### src/rtl/desc_ring_walker.sv
`timescale 1ns/1ps
module desc_ring_walker #(
  parameter bit IS_TX = 1'b1
) (
  input  logic        clk,
  input  logic        rst_n,
  input  logic        q_start,
  input  logic [31:0] q_start_addr,
  input  logic        q_resume,
  input  logic        csum_en,
  output logic [31:0] cur_ptr,
  output logic        irq_done,
  output logic        irq_csum_err,
  output logic        mem_req,
  output logic        mem_we,
  output logic [3:0]  mem_be,
  output logic [31:0] mem_addr,
  output logic [31:0] mem_wdata,
  input  logic        mem_ack,
  input  logic [31:0] mem_rdata,
  output logic        tx_valid,
  input  logic        tx_ready,
  output logic [7:0]  tx_data,
  output logic        tx_last,
  output logic        tx_zlp,
  input  logic        rx_valid,
  output logic        rx_ready,
  input  logic [7:0]  rx_data,
  input  logic        rx_last
);

  typedef enum logic [3:0] {
    S_IDLE, S_FETCH, S_EVAL, S_TXCHK, S_TXRD, S_TXOUT, S_ZLP,
    S_RXIN, S_RXWR, S_WB3, S_WB0, S_WAITOWN, S_HALT
  } st_t;

  st_t         st;
  logic [31:0] ptr;
  logic [31:0] dw [4];
  logic [1:0]  widx;
  logic [15:0] cnt;
  logic [7:0]  byte_q;
  logic        last_q;
  logic [7:0]  sum8;
  logic [31:0] baddr;
  logic [31:0] lane_word;
  logic        own, bps, ioc, zlp, restart;
  logic [15:0] rxlim, txlen;

  assign own   = dw[0][0];
  assign bps   = dw[0][2];
  assign ioc   = dw[0][7];
  assign rxlim = dw[0][31:16];
  assign txlen = dw[3][15:0];
  assign zlp   = dw[3][29];
  assign baddr = dw[2] + {16'd0, cnt};
  assign lane_word = mem_rdata >> {baddr[1:0], 3'b000};

  always_comb begin
    sum8 = 8'd0;
    for (int i = 0; i < 4; i++)
      for (int j = 0; j < 4; j++)
        sum8 = sum8 + dw[i][8*j +: 8];
  end

  assign cur_ptr  = ptr;
  assign mem_req  = st inside {S_FETCH, S_TXRD, S_RXWR, S_WB3, S_WB0};
  assign mem_we   = st inside {S_RXWR, S_WB3, S_WB0};
  assign mem_be   = (st == S_RXWR) ? (4'b0001 << baddr[1:0]) : 4'hF;
  assign tx_valid = (st == S_TXOUT) || (st == S_ZLP);
  assign tx_data  = (st == S_TXOUT) ? byte_q : 8'd0;
  assign tx_zlp   = (st == S_ZLP);
  assign tx_last  = (st == S_ZLP) || ((st == S_TXOUT) && (cnt == txlen - 16'd1) && !zlp);
  assign rx_ready = (st == S_RXIN) && (cnt != rxlim);
  assign restart  = q_start && (st inside {S_IDLE, S_WAITOWN, S_HALT});

  always_comb begin
    case (st)
      S_FETCH:        mem_addr = ptr + {28'd0, widx, 2'b00};
      S_TXRD, S_RXWR: mem_addr = {baddr[31:2], 2'b00};
      S_WB3:          mem_addr = ptr + 32'd12;
      default:        mem_addr = ptr;
    endcase
  end

  always_comb begin
    case (st)
      S_RXWR:  mem_wdata = {4{byte_q}};
      S_WB3:   mem_wdata = {dw[3][31:16], cnt};
      S_WB0:   mem_wdata = {dw[0][31:1], 1'b0};
      default: mem_wdata = 32'd0;
    endcase
  end

  always_ff @(posedge clk) begin
    if (!rst_n) begin
      st <= S_IDLE;
      ptr <= 32'd0;
      widx <= 2'd0;
      cnt <= 16'd0;
      byte_q <= 8'd0;
      last_q <= 1'b0;
      irq_done <= 1'b0;
      irq_csum_err <= 1'b0;
      for (int i = 0; i < 4; i++) dw[i] <= 32'd0;
    end else begin
      irq_done <= 1'b0;
      irq_csum_err <= 1'b0;
      if (restart) begin
        ptr  <= q_start_addr;
        widx <= 2'd0;
        st   <= S_FETCH;
      end else begin
        case (st)
          S_FETCH: if (mem_ack) begin
            dw[widx] <= mem_rdata;
            widx <= widx + 2'd1;
            if (widx == 2'd3) st <= S_EVAL;
          end
          S_EVAL: begin
            cnt <= 16'd0;
            if (!own) st <= S_WAITOWN;
            else if (csum_en && sum8 != 8'hFF) begin
              irq_csum_err <= 1'b1;
              st <= S_HALT;
            end else if (bps) begin
              ptr <= dw[1];
              st <= S_FETCH;
            end else st <= IS_TX ? S_TXCHK : S_RXIN;
          end
          S_TXCHK:
            if (cnt != txlen) st <= S_TXRD;
            else if (zlp)     st <= S_ZLP;
            else              st <= S_WB0;
          S_TXRD: if (mem_ack) begin
            byte_q <= lane_word[7:0];
            st <= S_TXOUT;
          end
          S_TXOUT: if (tx_ready) begin
            cnt <= cnt + 16'd1;
            st <= S_TXCHK;
          end
          S_ZLP: if (tx_ready) st <= S_WB0;
          S_RXIN:
            if (cnt == rxlim) st <= S_WB3;
            else if (rx_valid) begin
              byte_q <= rx_data;
              last_q <= rx_last;
              st <= S_RXWR;
            end
          S_RXWR: if (mem_ack) begin
            cnt <= cnt + 16'd1;
            st <= last_q ? S_WB3 : S_RXIN;
          end
          S_WB3: if (mem_ack) st <= S_WB0;
          S_WB0: if (mem_ack) begin
            irq_done <= ioc;
            ptr <= dw[1];
            widx <= 2'd0;
            st <= S_FETCH;
          end
          S_WAITOWN: if (q_resume) begin
            widx <= 2'd0;
            st <= S_FETCH;
          end
          default: ;
        endcase
      end
    end
  end

  a_r11_req_hold: assert property (@(posedge clk) disable iff (!rst_n)
    mem_req && !mem_ack |=> mem_req && $stable(mem_addr) && $stable(mem_we) && $stable(mem_wdata));

  a_r10_done_after_write: assert property (@(posedge clk) disable iff (!rst_n)
    irq_done |-> $past(mem_req && mem_we && mem_ack));

  a_r4_halt_no_access: assert property (@(posedge clk) disable iff (!rst_n)
    irq_csum_err |-> !mem_req && !tx_valid && !rx_ready);

  a_r4_halt_keeps_ptr: assert property (@(posedge clk) disable iff (!rst_n)
    irq_csum_err && !q_start |=> $stable(cur_ptr));

  a_r6_tx_hold: assert property (@(posedge clk) disable iff (!rst_n)
    tx_valid && !tx_ready |=> tx_valid && $stable(tx_data) && $stable(tx_last) && $stable(tx_zlp));

  a_r10_irq_apart: assert property (@(posedge clk) disable iff (!rst_n)
    !(irq_done && irq_csum_err));

endmodule

### config.mk
export PLATFORM = sky130hd
export DESIGN_NAME = desc_ring_walker
export DESIGN_NICKNAME = d
export VERILOG_FILES = /design/src/rtl/desc_ring_walker.sv
export SDC_FILE = /design/constraint.sdc
export NUM_CORES = 1
export LEC_CHECK = 0
export CAP_MARGIN = 20
export CORE_AREA = 2 2 194 196
export CTS_CLUSTER_DIAMETER = 60
export DETAILED_ROUTE_END_ITERATION = 10
export DIE_AREA = 0 0 196 198
export MAX_ROUTING_LAYER = met4
export PLACE_DENSITY = 0.67
export SLEW_MARGIN = 10
export SYNTH_ARGS = -nofsm -noshare
export SYNTH_HDL_FRONTEND = slang
export SYNTH_SLANG_ARGS = --single-unit
### constraint.sdc
create_clock -name clk -period 6.7 [get_ports clk]
set_clock_uncertainty 0.2 [all_clocks]
set_input_delay 1.34 -clock clk [delete_from_list [all_inputs] [get_ports clk]]
set_output_delay 1.34 -clock clk [all_outputs]
set_load 0.005 [all_outputs]
==> results of run 1 <==
-- path summary, 6_finish.rpt --
kind,start,end,slack (ns),cells after the start
max,dw[1][26],cur_ptr[3],0.19,23
min,byte_q[0],byte_q[0],0.32,2
max reg2reg,dw[1][26],cur_ptr[3],0.19,23
min reg2reg,byte_q[0],byte_q[0],0.32,2
-- cell families (layout without fill, tap and decap cells) --
family	after synthesis	in the layout	share of synthesized area [%]
AOI/OAI and AO/OA	279	279	12.6
xor gates and xnor gates	115	115	7.05
adders and majority gates	123	123	15.2
buffers and inverters	212	402	5.76
DFF	193	193	35.5
muxes	60	60	4.85
other	0	1	0
and+or+nand+nor	544	544	19.0
-- critical path, cell delays in order, from the launching register on --
cell and delay [ns]:
edfxtp_1 0.43, fa_1 0.56, inv_1 0.06, fa_1 0.52, inv_1 0.05, fa_1 0.50
inv_1 0.06, fa_1 0.47, fa_1 0.50, inv_1 0.06, fa_1 0.48, ha_4 0.19
fa_2 0.40, a21oi_2 0.17, nand2_1 0.09, mux2i_1 0.15, nand3b_1 0.11, a311oi_2 0.34
nand3_2 0.13, a31oi_4 0.21, buf_6 0.16, clkbuf_16 0.18, mux2i_1 0.22, a211oi_1 0.09
-- cell usage after synthesis, types with 41 or more instances --
master	instances	area, sq um
a211oi_1	45	338
a21oi_1	97	485
and2_1	142	888
clkbuf_1	71	267
dfxtp_1	65	1300
edfxtp_1	128	3840
fa_1	89	1780
inv_1	123	462
mux2i_1	51	510
nand2_1	116	435
nor2_1	143	537
o21ai_0	48	240
xnor2_1	73	639
xor2_1	41	359
-- final cells by class --
cell class,instances,area share (%)
antenna,1,0.0141
tap,474,3.34
timing repair buffer,246,13.5
multi-input combinational,1121,48.3
clock inverter,13,0.633
inverter,124,2.62
clock buffer,19,2.67
sequential,193,29.0
-- stage by stage --
step	cell area [sq um]	power [mW]	cells
floorplan	14500	2.80	1526
global placement	16900	3.31	2138
detailed placement	16900	3.38	2138
CTS	17500	4.44	2170
global route	17800	4.90	2191
finish	17800	4.59	2191
-- state kept, by name, indices dropped and copies added, names as in the netlist --
signal,count
last_q,1
widx,2
st,4
irq_done,1
byte_q,8
irq_csum_err,1
dw,128
cnt,16
cur_ptr,32
-- metal layers --
layer  track usage (%)  wire length, um  vias to the layer above
met5                 -                0                        -
met4              9.90             1910                        0
met3              3.29             3890                      106
met2              44.4            25200                      612
met1              33.7            20300                     6107
li1                  -                -                     5604
-- what timing repair did --
action                     4_1_cts  5_1_grt
cloned                           0        3
setup endpoints to repair        3       32
setup buffers                    0       17
pin swaps                        0       13
gates resized for setup          1       12
-- power by group through the flow --
stage	combinational, mW	sequential, mW	clock [mW]
finish	2.16	1.39	1.04
global route	2.41	1.40	1.09
CTS	2.00	1.39	1.05
detailed placement	1.96	1.42	0
global placement	1.90	1.41	0
floorplan	1.41	1.39	0
==> impl_results.md, run 1 <==
* Mean Syn Cell Area at 9.49 sq um
* Sequential share of power at 30.3%
* Layout cell share with drive strength beyond 1 at 6.70%
* Ratio of final minimum period to clock period at 97.1%
* GR Overflow Total at 0
* CTS Buf Count at 17
* Final setup viols at 0
* Cell variety after synth at 73
* Worst Setup End Kind: flop
* CTS sink cnt at 193
* Initial antenna violation count at 2
* Starting density of the core at 39.2%
* Vias in the first global route at 12,077
* Max-Cap Viols at 0
* Status: finished, final reports clean
* Min Hold Slack at 0.323 ns
* Core area at 37,000 sq um
* Cell-internal power at 2.83 mW
* Post-DRT Antenna Nets at 0
* CTS tree: done
* Critical path class: reg2reg
* Clk_lat worst skew at roughly 0.45 ns
* Yosys warnings at 0
* CTS H-tree lvls at 4
* Avg WL per Cell at around 23 um
* Post-place setup slack at -0.000708 ns
* Most common cell after layout, fill and taps aside: clkdlybuf4s50_1
* Cts hold-fix bufs at 0
* Crit path DAT at 6.61 ns
* Asr flop ratio synth at 0%
* Final WL at between 50 and 60 mm
* Max Freq at 154 MHz
* Number of vias per cell at 5.67
* Pwr Density at 258 nW/um^2
* Fillcell total at 3,498
* Multi-input gate area at 8580 sq um
* Largest net degree at the start of global routing at between 60 and 70
* EDFF count, synth at roughly 130
* CTS max path bufs at 2
* Syn Std Cell Area at 14,500 sq um
* Seq/Total Area, Yosys at 35.5%
* Global Route Usage Sum at 26.8%
* Worst vdd ir at 327 uV
* I/O Buffers at just under 200
* HPWL Detailed at 38.7 mm
* DRC viols at 0
* Slew HR at between 30 and 40%
* Vias at 12,429
* Num ports at 197
* Fin Setup TNS at 0 ns
* Slew @ Worst Pin at 1.04 ns
* Register area at 5150 sq um
* Util after Layout at 48.1%
* Vert. Die Dim at 198 um
* Initial DRC count at 1,175
* Most frequent cells in the layout: 196 x clkdlybuf4s50_1, 143 x nor2_1, 142 x and2_1
* Hold Fails Final Rpt at 0
* Final layout net count at 1,907
* Clk slew on worst S/H paths at 0.08 ns
* Cells after Synth at 1,526
* Synth Flop Type: edfxtp_1
* Slack of the critical path at 0.193 ns
* Crit start category: flop
* FF+latch count, synth at between 150 and 200
* Die X-Extent at about 200 um
* GPL Wtd Cong at 0.906
* Power share of the clock group at 22.7%
* LEAKAGE at a little under 7 nW
* 1st-pass router iterations at 5
* Switch share at 38.5%
* Worst endpoint required time at 6.80 ns
* Syn nets at 1,730
* Site Rows at 71
* Worst-path maximum fanout at 8
* Root Driver: clkbuf_16
* First-pass GRT wire length at 74.6 mm
* Syn-to-layout area delta at 22.8%
* Switch Pwr at ~1.8 mW
* Min Tclk post-route at 6.51 ns
* Worst hold path type: reg2reg
* DIE AREA at ~39,000 sq um
* Part of the power in combinational logic at between 40% and 50%
* Final Slew Violations at 0
Power figures use the tool's default switching activity.
==> run 2: changes to the inputs <==
==> constraint.sdc (replaced) <==
create_clock -name clk -period 5.93 [get_ports clk]
set_clock_uncertainty 0.2 [all_clocks]
set_input_delay 1.186 -clock clk [delete_from_list [all_inputs] [get_ports clk]]
set_output_delay 1.186 -clock clk [all_outputs]
set_load 0.005 [all_outputs]
==> run 2 against run 1 <==
Combinational power is 32% higher. Global-route usage is 0.76 points higher. Critical path type unchanged. Fmax is 2.7% higher. Cell area is 4.4% higher. The flow now finishes with violations (setup timing). Largest power group unchanged. Wire length is 0.21% higher.
==> impl_results.md, run 2 (synthesized netlist as in run 1, its figures left out) <==
* Final setup viols at 36 (+36)
* Worst R2R Start: dw[1][26]
* Hold Path Cell Cnt at 2 (unchanged)
* DR WL met3 at 3.26 mm (-16%)
* 1st-pass router iterations at 5 (unchanged)
* Slack of the critical path at -0.408 ns (-0.601 ns)
* Worst hold path type: reg2reg
* Worst Min Path Start: byte_q[1]
* Post-place setup slack at -0.543 ns (-0.542 ns)
* Global Route Usage Sum at 27.5% (+0.76 points)
* Failing checks: setup timing
* Hold Fails Final Rpt at 0 (unchanged)
* CTS max path bufs at 2 (unchanged)
* Critical path class: reg2reg
* Avg WL per Cell at 22.6 um (-3.7%)
* Metal-1 WL at 20.8 mm (+2.6%)
* Fin Setup TNS at -12.31 ns (-12.31 ns)
* Num ports at 197 (unchanged)
* Cts hold-fix bufs at 0 (unchanged)
* LEAKAGE at 7.28 nW (+6.6%)
* Starting density of the core at 39.2% (unchanged)
* Min Tclk post-route at 6.34 ns (-0.169 ns)
* Vias at 12,667 (+1.9%)
* Worst-path maximum fanout at 8 (unchanged)
* Number of vias per cell at 5.56 (-2.0%)
* GPL Wtd Cong at 0.907 (+0.11%)
* Met2 wire len at 25.4 mm (+1.1%)
* Initial DRC count at 1,112 (-5.4%)
* Max Freq at 158 MHz (+2.7%)
* Hold EP: byte_q[1]
* Final Slew Violations at 0 (unchanged)
* Root Driver: clkbuf_16
* Reg2reg end: cur_ptr[27]
* CTS tree: done
* Fillcell total at 3,451 (-1.3%)
* Clk slew on worst S/H paths at 0.07 ns (about the same)
* Die X-Extent at 196 um (unchanged)
* Worst vdd ir at 399 uV (+22%)
* Post-DRT Antenna Nets at 0 (unchanged)
* Crit start category: flop
* RSZ-0062 raised after global routing: yes
* HPWL Detailed at 39.2 mm (+1.3%)
* Vert. Die Dim at 198 um (unchanged)
* CP most frequent cell: fa_1
* Final WL at 51.4 mm (+0.21%)
* Vias in the first global route at 12,285 (+1.7%)
* Register-to-register path setup slack at -0.41 ns (-0.60 ns)
* Most common cell after layout, fill and taps aside: clkdlybuf4s50_1
* Worst endpoint required time at 6.04 ns (-0.76 ns)
* Largest net degree at the start of global routing at 67 (-1.5%)
* Pwr Density at 302 nW/um^2 (+17%)
* Site Rows at 71 (unchanged)
* CTS Buf Count at 17 (unchanged)
* DRC viols at 0 (unchanged)
* Crit path DAT at 6.45 ns (-0.16 ns)
* Worst Setup End Kind: flop
* Layout cell share with drive strength beyond 1 at 12.5% (+5.8 points)
* Status: finished with violations
* Final layout net count at 1,995 (+4.6%)
* Worst-path cell chain: fa_1, inv_2, fa_1, inv_1, fa_1, inv_2, fa_1, fa_1, inv_2, fa_1, ha_4, fa_2, a21oi_2, nand2_1, mux2i_1, nand3b_1, a311oi_2, nand3_2, a31oi_4, buf_12, buf_16, mux2i_1, a211oi_1
* Slowest cell on crit path: fa_1
* Core area at 37,000 sq um (unchanged)
* CTS sink cnt at 193 (unchanged)
* Slew HR at 29.8% (-0.50 points)
* I/O Buffers at 196 (unchanged)
* Top reg by flops: dw
* Util after Layout at 50.2% (+2.1 points)
* Clk_lat worst skew at 0.46 ns (about the same)
* GR Overflow Total at 0 (unchanged)
* Most frequent cells in the layout: 196 x clkdlybuf4s50_1, 142 x and2_1, 141 x nor2_1
* First-pass GRT wire length at 76.2 mm (+2.2%)
* Initial antenna violation count at 0 (-2)
* Ratio of final minimum period to clock period at 107% (+9.8 points)
* CP peak stage delay at 0.57 ns (about the same)
* CTS H-tree lvls at 4 (unchanged)
* DIE AREA at 38,800 sq um (unchanged)
* Max-Cap Viols at 0 (unchanged)
* Top Metal Used: met4
* Syn-to-layout area delta at 28.2%
* Slew @ Worst Pin at 1.05 ns (+0.00743 ns)
* Reg2Reg Depth at 23 (unchanged)
* Max FFs per register at 128 (unchanged)
run 2: final cells by class:
| type | instances | area (sq um) | share of cell area [%] |
|---|---|---|---|
| multi-input cells | 1121 | 8690 | 46.9 |
| flip-flops and latches | 193 | 5150 | 27.7 |
| repair buffers | 334 | 3070 | 16.5 |
| well taps | 474 | 593 | 3.20 |
| inverters | 124 | 465 | 2.51 |
| clock buffers | 18 | 439 | 2.37 |
| clock inverters | 14 | 143 | 0.769 |
| diodes | 1 | 2.50 | 0.0135 |
run 2: critical path: cells and delay by family (launching register included):
kind,cells,cell delay (ns)
AO/OA/AOI/OAI,4,0.77
adder cells (fa/ha/maj),8,3.60
buffers and inverters,6,0.50
flip-flops,1,0.42
multiplexers,2,0.39
AND/OR/NAND/NOR,3,0.30
run 2: worst max path at each step:
stage	start	endpoint	slack, ns	cells past startpoint
after floorplan	dw[1][26]	cur_ptr[13]	-0.11	22
after global placement	dw[1][11]	cur_ptr[23]	-0.35	22
after detailed placement	dw[1][11]	cur_ptr[24]	-0.54	22
after CTS	dw[1][27]	cur_ptr[3]	-0.42	24
after global routing	dw[1][26]	cur_ptr[0]	-0.66	23
final	dw[1][26]	cur_ptr[27]	-0.41	23
run 2: stage by stage:
stage	area (sq um)	instances	hold WS (ns)	power [mW]
after global routing	18500	2278	0.365	5.99
after CTS	18500	2279	0.321	5.54
after detailed placement	17700	2235	0.312	4.21
final	18600	2279	0.318	5.60
after floorplan	14500	1526	0.286	3.29
after global placement	17700	2235	0.299	4.14
run 2: repair_timing:
item / in CTS / in global routing
setup buffers: 9 / 2
pin swaps: 22 / 27
cloned: 3 / 0
resized for setup: 11 / 24
setup endpoints to repair: 40 / 45
run 2: power by group:
| part | leakage [nW] | internal (mW) | switching [mW] |
|---|---|---|---|
| clock | 0.292 | 0.607 | 0.573 |
| combinational | 5.13 | 1.35 | 1.50 |
| sequential | 1.86 | 1.49 | 0.0747 |
run 2: per-layer routing:
metal,GRT usage (%),vias up
met5,-,-
met4,10.7,0
met3,2.64,96
met2,45.7,576
met1,34.9,6224
li1,-,5771
